[config.mk]
export PLATFORM = sky130hd
export DESIGN_NAME = tmr_pwm_top
export DESIGN_NICKNAME = d
export VERILOG_FILES = /design/src/rtl/tmr_pkg.sv /design/src/rtl/tmr_tick.sv /design/src/rtl/tmr_count.sv /design/src/rtl/tmr_pwm.sv /design/src/rtl/tmr_pwm_top.sv
export SDC_FILE = /design/constraint.sdc
export NUM_CORES = 1
export LEC_CHECK = 0
export CAP_MARGIN = 20
export CORE_MARGIN = 4
export CORE_UTILIZATION = 30
export DETAILED_ROUTE_END_ITERATION = 8
export DONT_BUFFER_PORTS = 1
export PLACE_DENSITY = 0.52
export SLEW_MARGIN = 20
export SYNTH_ARGS = -nofsm -noshare
export SYNTH_HDL_FRONTEND = slang
export SYNTH_SLANG_ARGS = --single-unit
[constraint.sdc]
create_clock -name clk -period 4.1 [get_ports clk]
set_input_delay 0.615 -clock clk [delete_from_list [all_inputs] [get_ports clk]]
set_output_delay 0.615 -clock clk [all_outputs]
set_load 0.03 [all_outputs]
[src/rtl/tmr_pkg.sv]
package tmr_pkg;
  typedef enum logic [1:0] {
    TM_VAR   = 2'b00,
    TM_AR16  = 2'b01,
    TM_AR8   = 2'b10,
    TM_SPLIT = 2'b11
  } tmode_e;

  localparam logic [2:0] A_LO   = 3'd0;
  localparam logic [2:0] A_HI   = 3'd1;
  localparam logic [2:0] A_RLO  = 3'd2;
  localparam logic [2:0] A_RHI  = 3'd3;
  localparam logic [2:0] A_FLAG = 3'd4;
endpackage

[src/rtl/tmr_tick.sv]
module tmr_tick (
  input  logic clk,
  input  logic rst,
  input  logic run,
  input  logic gate_en,
  input  logic gate_pin,
  input  logic cnt_mode,
  input  logic cnt_pin,
  output logic tick
);
  logic pin_q1, pin_q2;

  always_ff @(posedge clk) begin
    if (rst) begin
      pin_q1 <= 1'b0;
      pin_q2 <= 1'b0;
    end else begin
      pin_q1 <= cnt_pin;
      pin_q2 <= pin_q1;
    end
  end

  logic enabled, fall;
  always_comb begin
    enabled = run && (!gate_en || gate_pin);
    fall    = pin_q2 && !pin_q1;
    tick    = enabled && (cnt_mode ? fall : 1'b1);
  end
endmodule

[src/rtl/tmr_count.sv]
module tmr_count
  import tmr_pkg::*;
#(
  parameter int W    = 8,
  parameter int PSCW = $clog2(W)
) (
  input  logic            clk,
  input  logic            rst,
  input  logic            tick,
  input  tmode_e          mode,
  input  logic [PSCW-1:0] psc,
  input  logic            pwm_on,
  input  logic [W-1:0]    rlo,
  input  logic [W-1:0]    rhi,
  input  logic            wr_lo,
  input  logic            wr_hi,
  input  logic [W-1:0]    wdata,
  output logic [W-1:0]    lo,
  output logic [W-1:0]    hi,
  output logic [W-1:0]    hi_d,
  output logic            ovf,
  output logic            hi_wrap
);
  localparam logic [W-1:0] ONE = 1;

  logic [W:0]   mask_w;
  logic [W-1:0] mask, lo_n, hi_n;
  logic         lo_full, lo_max, hi_max;

  always_comb begin
    mask_w  = ({{W{1'b0}}, 1'b1} << ({1'b0, psc} + 1'b1)) - 1'b1;
    mask    = mask_w[W-1:0];
    lo_full = (lo & mask) == mask;
    lo_max  = &lo;
    hi_max  = &hi;
    lo_n    = lo;
    hi_n    = hi;
    ovf     = 1'b0;
    hi_wrap = 1'b0;
    if (tick) begin
      case (mode)
        TM_VAR: begin
          if (lo_full) begin
            lo_n    = lo & ~mask;
            hi_n    = hi + ONE;
            ovf     = hi_max;
            hi_wrap = hi_max;
          end else begin
            lo_n = lo + ONE;
          end
        end
        TM_AR16: begin
          if (pwm_on) begin
            if (lo_max) begin
              lo_n    = rlo;
              hi_n    = hi + ONE;
              ovf     = hi_max;
              hi_wrap = hi_max;
            end else begin
              lo_n = lo + ONE;
            end
          end else if (lo_max && hi_max) begin
            lo_n = rlo;
            hi_n = rhi;
            ovf  = 1'b1;
          end else begin
            {hi_n, lo_n} = {hi, lo} + {{W{1'b0}}, ONE};
          end
        end
        TM_AR8: begin
          lo_n = lo_max ? hi : lo + ONE;
          ovf  = lo_max;
        end
        default: begin
          lo_n = lo + ONE;
          ovf  = lo_max;
        end
      endcase
    end
    hi_d = wr_hi ? wdata : hi_n;
  end

  always_ff @(posedge clk) begin
    if (rst) begin
      lo <= '0;
      hi <= '0;
    end else begin
      lo <= wr_lo ? wdata : lo_n;
      hi <= hi_d;
    end
  end
endmodule

[src/rtl/tmr_pwm.sv]
module tmr_pwm #(
  parameter int W = 8
) (
  input  logic         clk,
  input  logic         rst,
  input  logic         pwm_on,
  input  logic         hi_wrap,
  input  logic [W-1:0] hi_d,
  input  logic [W-1:0] cmp_buf,
  output logic [W-1:0] cmp_act,
  output logic         pwm_q
);
  logic [W-1:0] cmp_n;
  always_comb cmp_n = hi_wrap ? cmp_buf : cmp_act;

  always_ff @(posedge clk) begin
    if (rst) begin
      cmp_act <= '0;
      pwm_q   <= 1'b0;
    end else begin
      cmp_act <= cmp_n;
      pwm_q   <= pwm_on && (hi_d < cmp_n);
    end
  end
endmodule

[src/rtl/tmr_pwm_top.sv]
module tmr_pwm_top
  import tmr_pkg::*;
#(
  parameter int W    = 8,
  parameter int PSCW = $clog2(W),
  parameter int AW   = 3
) (
  input  logic            clk,
  input  logic            rst,
  input  logic            run,
  input  logic            gate_en,
  input  logic            gate_pin,
  input  logic            cnt_mode,
  input  logic            cnt_pin,
  input  logic [1:0]      mode,
  input  logic [PSCW-1:0] psc,
  input  logic            pwm_en,
  input  logic            ovf_ack,
  input  logic            wr_en,
  input  logic [AW-1:0]   wr_addr,
  input  logic [W-1:0]    wr_data,
  input  logic [AW-1:0]   rd_addr,
  output logic [W-1:0]    rd_data,
  output logic            ovf_flag,
  output logic            pwm_out
);
  tmode_e       mode_e;
  logic         tick, pwm_on, ovf, hi_wrap;
  logic [W-1:0] lo_q, hi_q, hi_d, rlo_q, rhi_q, cmp_q;

  always_comb begin
    mode_e = tmode_e'(mode);
    pwm_on = pwm_en && !mode[1];
  end

  tmr_tick u_tick (
    .clk(clk), .rst(rst), .run(run), .gate_en(gate_en), .gate_pin(gate_pin),
    .cnt_mode(cnt_mode), .cnt_pin(cnt_pin), .tick(tick)
  );

  tmr_count #(.W(W), .PSCW(PSCW)) u_cnt (
    .clk(clk), .rst(rst), .tick(tick), .mode(mode_e), .psc(psc),
    .pwm_on(pwm_on), .rlo(rlo_q), .rhi(rhi_q),
    .wr_lo(wr_en && wr_addr == AW'(A_LO)),
    .wr_hi(wr_en && wr_addr == AW'(A_HI)),
    .wdata(wr_data), .lo(lo_q), .hi(hi_q), .hi_d(hi_d),
    .ovf(ovf), .hi_wrap(hi_wrap)
  );

  tmr_pwm #(.W(W)) u_pwm (
    .clk(clk), .rst(rst), .pwm_on(pwm_on), .hi_wrap(hi_wrap), .hi_d(hi_d),
    .cmp_buf(rhi_q), .cmp_act(cmp_q), .pwm_q(pwm_out)
  );

  always_ff @(posedge clk) begin
    if (rst) begin
      rlo_q    <= '0;
      rhi_q    <= '0;
      ovf_flag <= 1'b0;
      rd_data  <= '0;
    end else begin
      if (wr_en && wr_addr == AW'(A_RLO)) rlo_q <= wr_data;
      if (wr_en && wr_addr == AW'(A_RHI)) rhi_q <= wr_data;
      if (ovf)
        ovf_flag <= 1'b1;
      else if (ovf_ack || (wr_en && wr_addr == AW'(A_FLAG)))
        ovf_flag <= 1'b0;
      case (rd_addr)
        AW'(A_LO):   rd_data <= lo_q;
        AW'(A_HI):   rd_data <= hi_q;
        AW'(A_RLO):  rd_data <= rlo_q;
        AW'(A_RHI):  rd_data <= rhi_q;
        AW'(A_FLAG): rd_data <= {{(W-1){1'b0}}, ovf_flag};
        default:     rd_data <= '0;
      endcase
    end
  end
endmodule

Word-level counts from Yosys, hierarchy flattened
Cells that the tools add are included.
{"block": "word_totals", "in_bits": 29, "elab_cells": 83, "reg_bits": 52, "out_inout_bits": 10}
{"block": "op_classes", "n_eq_ne": 11, "n_reduce_logical": 23, "shifts": 1, "addsub": 5, "mux": 29, "magnitude_cmp": 1, "n_bitwise": 3}
{"operator": "8-bit 2-to-1 mux", "count": 14}
{"operator": "8-bit case mux with 5 select lines", "count": 1}
{"operator": "8-bit case mux with 3 select lines", "count": 1}
{"operator": "16-bit by 1-bit adder with 16-bit output (second input constant)", "count": 1}
{"operator": "8-bit by 1-bit adder with 8-bit output (second input constant)", "count": 2}
{"operator": "8-bit bitwise AND", "count": 2}
{"operator": "8-bit case mux with 2 select lines", "count": 1}
{"operator": "8-bit AND reduction", "count": 2}
{"operator": "3-bit by 2-bit equality test with 1-bit output (second input constant)", "count": 4}
{"operator": "1-bit logical AND", "count": 11}
{"operator": "1-bit 2-to-1 mux", "count": 10}
{"operator": "8-bit equality test", "count": 1}
{"operator": "8-bit less-than comparator", "count": 1}
{"operator": "8-bit NOT", "count": 1}
{"operator": "1-bit by 4-bit left shift with 8-bit output (first input constant)", "count": 1}
{"operator": "8-bit by 1-bit subtractor with 8-bit output (second input constant)", "count": 1}
{"operator": "3-bit by 1-bit equality test with 1-bit output (second input constant)", "count": 2}
{"operator": "3-bit equality test (second input constant)", "count": 2}
{"operator": "3-bit zero test", "count": 2}
{"operator": "3-bit by 1-bit adder with 4-bit output (second input constant)", "count": 1}
{"operator": "1-bit case mux with 2 select lines", "count": 2}
{"operator": "2-bit nonzero test", "count": 2}
{"operator": "1-bit zero test", "count": 3}
{"operator": "2-bit by 1-bit equality test with 1-bit output (second input constant)", "count": 1}
{"operator": "other kinds (3)", "count": 4}

Longest topological paths before layout
{"block": "logic_depth", "depth_word": 11, "mapped_depth": 18, "depth_no_buf": 16}

Modules after synthesis
Synthesis repeated with hierarchy kept, for this count alone.
{"block": "hier_totals", "cells_unflattened": 550, "area_unflattened_um2": 4130.2}
{"module": "tmr_count", "cells_each": 378, "instances": 1, "seq_area_each_um2": 320.3, "area_per_inst_um2": 2418.6}
{"module": "tmr_pwm_top", "cells_each": 120, "instances": 1, "seq_area_each_um2": 500.5, "area_per_inst_um2": 1159.9}
{"module": "tmr_pwm", "cells_each": 44, "instances": 1, "seq_area_each_um2": 180.2, "area_per_inst_um2": 470.5}
{"module": "tmr_tick", "cells_each": 8, "instances": 1, "seq_area_each_um2": 40.0, "area_per_inst_um2": 81.3}

Worst setup path after synthesis
OpenSTA, ideal clock, no wires.
{"block": "synth_timing", "kind": "input-to-reg", "start": "in psc[2]", "end": "reg u_pwm.pwm_q", "path_stages": 18, "setup_slack_ps": 556, "required_ps": 3984, "t_arrival_ps": 3428, "path_buffers": 2, "path_cell_list": "clkbuf_2 inv_1 nand2_1 ha_1 o21a_1 o221a_2 nand3_2 buf_2 o21ai_0 nand2_1 a221oi_1 nor2_1 ha_1 nand4_1 o21ai_0 a21oi_1 o21a_1 a41o_1"}
{"block": "synth_via", "elab_chain_len": 11}
{"element": "start, declared", "line_no": "tmr_pwm_top.sv:16", "source": "input logic [PSCW-1:0] psc,"}
{"element": "3-bit by 1-bit adder with 4-bit output *", "line_no": "tmr_count.sv:31", "source": "mask_w = ({{W{1'b0}}, 1'b1} << ({1'b0, psc} + 1'b1)) - 1'b1;"}
{"element": "1-bit by 4-bit left shift with 8-bit output *", "line_no": "tmr_count.sv:31"}
{"element": "8-bit by 1-bit subtractor with 8-bit output *", "line_no": "tmr_count.sv:31"}
{"element": "8-bit bitwise AND", "line_no": "tmr_count.sv:33", "source": "lo_full = (lo & mask) == mask;"}
{"element": "8-bit equality test *", "line_no": "tmr_count.sv:33"}
{"element": "8-bit 2-to-1 mux *", "line_no": "tmr_count.sv:43", "source": "if (lo_full) begin"}
{"element": "8-bit case mux with 2 select lines *", "line_no": "tmr_count.sv:41", "source": "case (mode)"}
{"element": "8-bit 2-to-1 mux *", "line_no": "tmr_count.sv:40", "source": "if (tick) begin"}
{"element": "8-bit 2-to-1 mux *", "line_no": "tmr_count.sv:80", "source": "hi_d = wr_hi ? wdata : hi_n;"}
{"element": "net hi_d[6]", "line_no": "tmr_pwm_top.sv:29", "source": "logic [W-1:0] lo_q, hi_q, hi_d, rlo_q, rhi_q, cmp_q;"}
{"element": "8-bit less-than comparator *", "line_no": "tmr_pwm.sv:22", "source": "pwm_q <= pwm_on && (hi_d < cmp_n);"}
{"element": "1-bit logical AND *", "line_no": "tmr_pwm.sv:22"}
{"element": "end signal, assigned", "line_no": "tmr_pwm.sv:22"}
{"element": "end, declared", "line_no": "tmr_pwm.sv:11", "source": "output logic pwm_q"}
The timed path passes the listed nets; every way through them passes the cells marked *.
A chain may end at the register's enable or synchronous reset.

Worst setup path in the final report
{"block": "layout_timing", "start": "reg u_cnt.hi[1]", "end": "reg u_pwm.pwm_q"}
{"block": "layout_via", "elab_chain_len": 9}
{"element": "start, declared", "line_no": "tmr_count.sv:19", "source": "output logic [W-1:0] hi,"}
{"element": "start signal, assigned", "line_no": "tmr_count.sv:89", "source": "hi <= hi_d;"}
{"element": "branches (longest 4 deep; another with 16-bit by 1-bit adder with 16-bit output)"}
{"element": "8-bit case mux with 2 select lines *", "line_no": "tmr_count.sv:41"}
{"element": "8-bit 2-to-1 mux *", "line_no": "tmr_count.sv:40"}
{"element": "8-bit 2-to-1 mux *", "line_no": "tmr_count.sv:80"}
{"element": "net hi_d[3]", "line_no": "tmr_pwm_top.sv:29"}
{"element": "8-bit less-than comparator *", "line_no": "tmr_pwm.sv:22"}
{"element": "1-bit logical AND *", "line_no": "tmr_pwm.sv:22"}
Mark *: on every way through the listed nets, which the timed path passes.

==> impl_metrics.csv <==
group,metric,value,unit
outcome,status,"finished, final reports clean",
synth,muxShareOfSynthArea,0.0833,
sta,clock.fmax,0.291,GHz
clocking,cts.htree.levels,2,
detailed_routing,wl_per_cell,21.2,um
power,cellPowerDensity,287,mW/mm^2
placement,hpwl,10700,um
synth,synth-simple-area-share,0.273,
clocking,cts_hold_repair.buffers,0,
worst_setup_path,max_stage_delay,0.54,ns
sta,fin_setup_tns,0,ns
placement,dp_slack,0.463,ns
detailed_routing,drcViolationCount,0,
synth,netlist-cell-type-count,75,
sta,setup_violations,0,
worst_setup_path,worstSetupEndpointType,"register",
synth,synth_top_area_share,0.268,
synth,synth-async-reset-ratio,0,
finish,syn2layout_area_growth,8.17,%
synth,ys.flop_type,"dfxtp_1",
global_routing,grt_overflow_total,0,
synth,syn_area,0.00389,sq mm
global_routing,antenna_found_initial,0,
die,die_w,122,um
die,fp.dieH,122,um
synth,ys_seq_area_frac,0.268,
clocking,cts_resized,0,
worst_setup_path,path_max_fanout,9,
synth,synthXorXnorAreaFrac,0.0203,
sta,clock_skew,0.0102,ns
clocking,root_buffer,"clkbuf_16",
synth,ys_top_cells_by_count,"nand2_1, dfxtp_1, a21oi_1",
global_routing,grt_pass1_vias,3753,
clocking,worstSkewPairLatency,0.30,ns
clocking,clock_path_buffers,2,
worst_setup_path,critPathBufInv,0,
die,initial_utilization,0.307,
worst_setup_path,crit_path_top_delay_cell,"dfxtp_1",
sta,slew_violations,0,
detailed_routing,totalWireLength,14200,um
worst_setup_path,cp-startpoint,"u_cnt.hi[1]",
worst_setup_path,cp_cell_sequence,"ha_1 > nand4_1 > nor2_1 > nand2_1 > a21oi_1 > a211oi_1 > o31ai_1 > ha_1 > a21oi_1 > o21ai_0 > a21oi_1 > o21a_1 > a41o_1",
sta,finalHoldViolCount,0,
detailed_routing,drtIter0Drc,341,
placement,routabilityCongestion,1.00,
clocking,clk_pin_slew,0.07,ns
sta,relSlewSlack,0.519,
synth,yosysWarnings,0,
worst_setup_path,reg2reg_from,"u_cnt.hi[1]",
worst_setup_path,cp_common_cell,"a21oi_1",
sta,worst_slew_pin_slew,0.720,ns
sta,rsz0062_at_grt,"no",
sta,min_period_over_period,0.837,
sta,fin_ws,0.669,ns
worst_setup_path,cpLargestDelayFamily,"compound AO/OA/AOI/OAI gates",
die,core_area,0.0127,sq mm
worst_setup_path,critPathKind,"reg2reg",
clocking,cts_buffers,5,
synth,synth_nets,550,
synth,syn-instance-count,511,
worst_setup_path,start_kind,"register",
synth,synth_area_per_cell,7.61,sq um
worst_setup_path,arrival,3.67,ns
worst_setup_path,worstPathRequired,4.34,ns
synth,yosys.area.top_type,"dfxtp_1",
global_routing,grt_max_degree,49,
sta,post-route-min-period,3.43,ns
synth,synth_edf_count,0,
power,power_leakage,0.00155,uW
die,die_area,0.0149,sq mm
synth,synthAdderAreaFrac,0.0322,
clocking,cts_sinks,52,
synth,ys_top_cells_by_area,"dfxtp_1, mux2i_1, nand2_1, a21oi_1, nor2_1",
worst_hold_path,min_from,"rd_addr[2]",
finish,antenna_cells,0,
power,peakVddDrop,0.202,mV
finish,drive_above_1_share,0.0847,
finish,layout.nets,534,
worst_hold_path,hp-class,"in2reg",
global_routing,grt_pass1_wl,22100,um
global_routing,grtUsageTotal,0.193,
placement,io_buffers,0,
detailed_routing,dr.pass1.iters,5,
detailed_routing,postRouteAntennaNets,0,
flow_run,drv_cap,0,
detailed_routing,via_count,4012,
clocking,cts_setup_buffers,0,
die,rows,41,
synth,synth_top_family_by_area,"simple AND/OR/NAND/NOR gates",
synth,yosysMostFrequentCell,"nand2_1",
die,num_io_pins,39,
synth,ys_seq_elements,52,
detailed_routing,viasPerCell,6.01,
synth,synth_compound_area_frac,0.269,
clocking,cts_tree,"built",
[stage by stage]
step	power, uW	hold WS, ns	std cells	cell area (sq um)	utilization
6_report	1210	0.380	668	4210	0.332
3_5_place_dp	716	0.458	660	4040	0.319
5_1_grt	1250	0.378	668	4210	0.332
3_3_place_gp	715	0.449	660	4040	0.319
4_1_cts	1210	0.374	668	4210	0.332
2_1_floorplan	689	0.439	511	3890	-
[area by class of cell]
| class | count | area [sq um] |
|---|---|---|
| sequential | 52 | 1040 |
| tap | 172 | 215 |
| clock inverter | 2 | 38.8 |
| inverter | 10 | 37.5 |
| fill | 1378 | 8460 |
| timing repair buffer | 14 | 105 |
| multi-input combinational | 412 | 2640 |
| clock buffer | 6 | 129 |
[logic make-up (layout without fill, tap and decap cells)]
kind of cell | after synthesis | count (layout)
flops | 52 | 52
mux | 31 | 31
fa+ha+maj | 10 | 10
other cells | 1 | 1
xor+xnor | 9 | 9
compound gates | 151 | 151
buf+inv | 47 | 32
simple gates | 210 | 210
[metal layers]
metal | GRT usage | vias up | part of all wire
li1 | - | 1848 | -
met1 | 0.286 | 1911 | 0.45
met2 | 0.276 | 225 | 0.42
met3 | 0.0474 | 28 | 0.11
met4 | 0.0539 | 0 | 0.023
met5 | 0 | - | 0
[registers in the layout, summed over array words and instances (netlist names)]
signal and flops:
rd_data 8, u_tick.pin_q2 1, u_cnt.lo 8, rlo_q 8, u_pwm.pwm_q 1, u_tick.pin_q1 1
ovf_flag 1, rhi_q 8, u_cnt.hi 8, u_pwm.cmp_act 8
[power breakdown]
| group | switching (uW) | total [uW] | internal, uW | leakage [uW] |
|---|---|---|---|---|
| Clock | 208 | 499 | 291 | 0.0000815 |
| Combinational | 89.2 | 160 | 70.9 | 0.00105 |
| Sequential | 29.9 | 548 | 518 | 0.000421 |
[final timing paths]
kind	to	slack (ns)	depth (start not counted)
hold reg to reg	u_tick.pin_q2	0.46	1
hold / removal	rd_data[6]	0.38	1
setup / recovery	u_pwm.pwm_q	0.67	13
setup reg to reg	u_pwm.pwm_q	0.67	13
[layout by cell type (no fill, tap or decap), types with 4 or more instances in the layout]
cell,Yosys,final
a211o_1,4,4
a211oi_1,6,6
a21o_1,6,6
a21oi_1,43,43
a31oi_1,9,9
and2_1,8,8
and3_1,9,9
buf_4,3,14
clkbuf_16,0,5
dfxtp_1,52,52
ha_1,10,10
inv_1,10,10
mux2i_1,29,29
nand2_1,75,75
nand2b_1,4,4
nand3_1,16,16
nand3b_1,4,4
nand4_1,9,9
nor2_1,36,36
nor2b_1,14,14
nor3_1,10,10
nor4_1,4,4
o211ai_1,10,10
o21a_1,5,5
o21ai_0,22,22
o22ai_1,10,10
xnor2_1,6,6
Note: power is estimated with default switching activity, not from simulation.
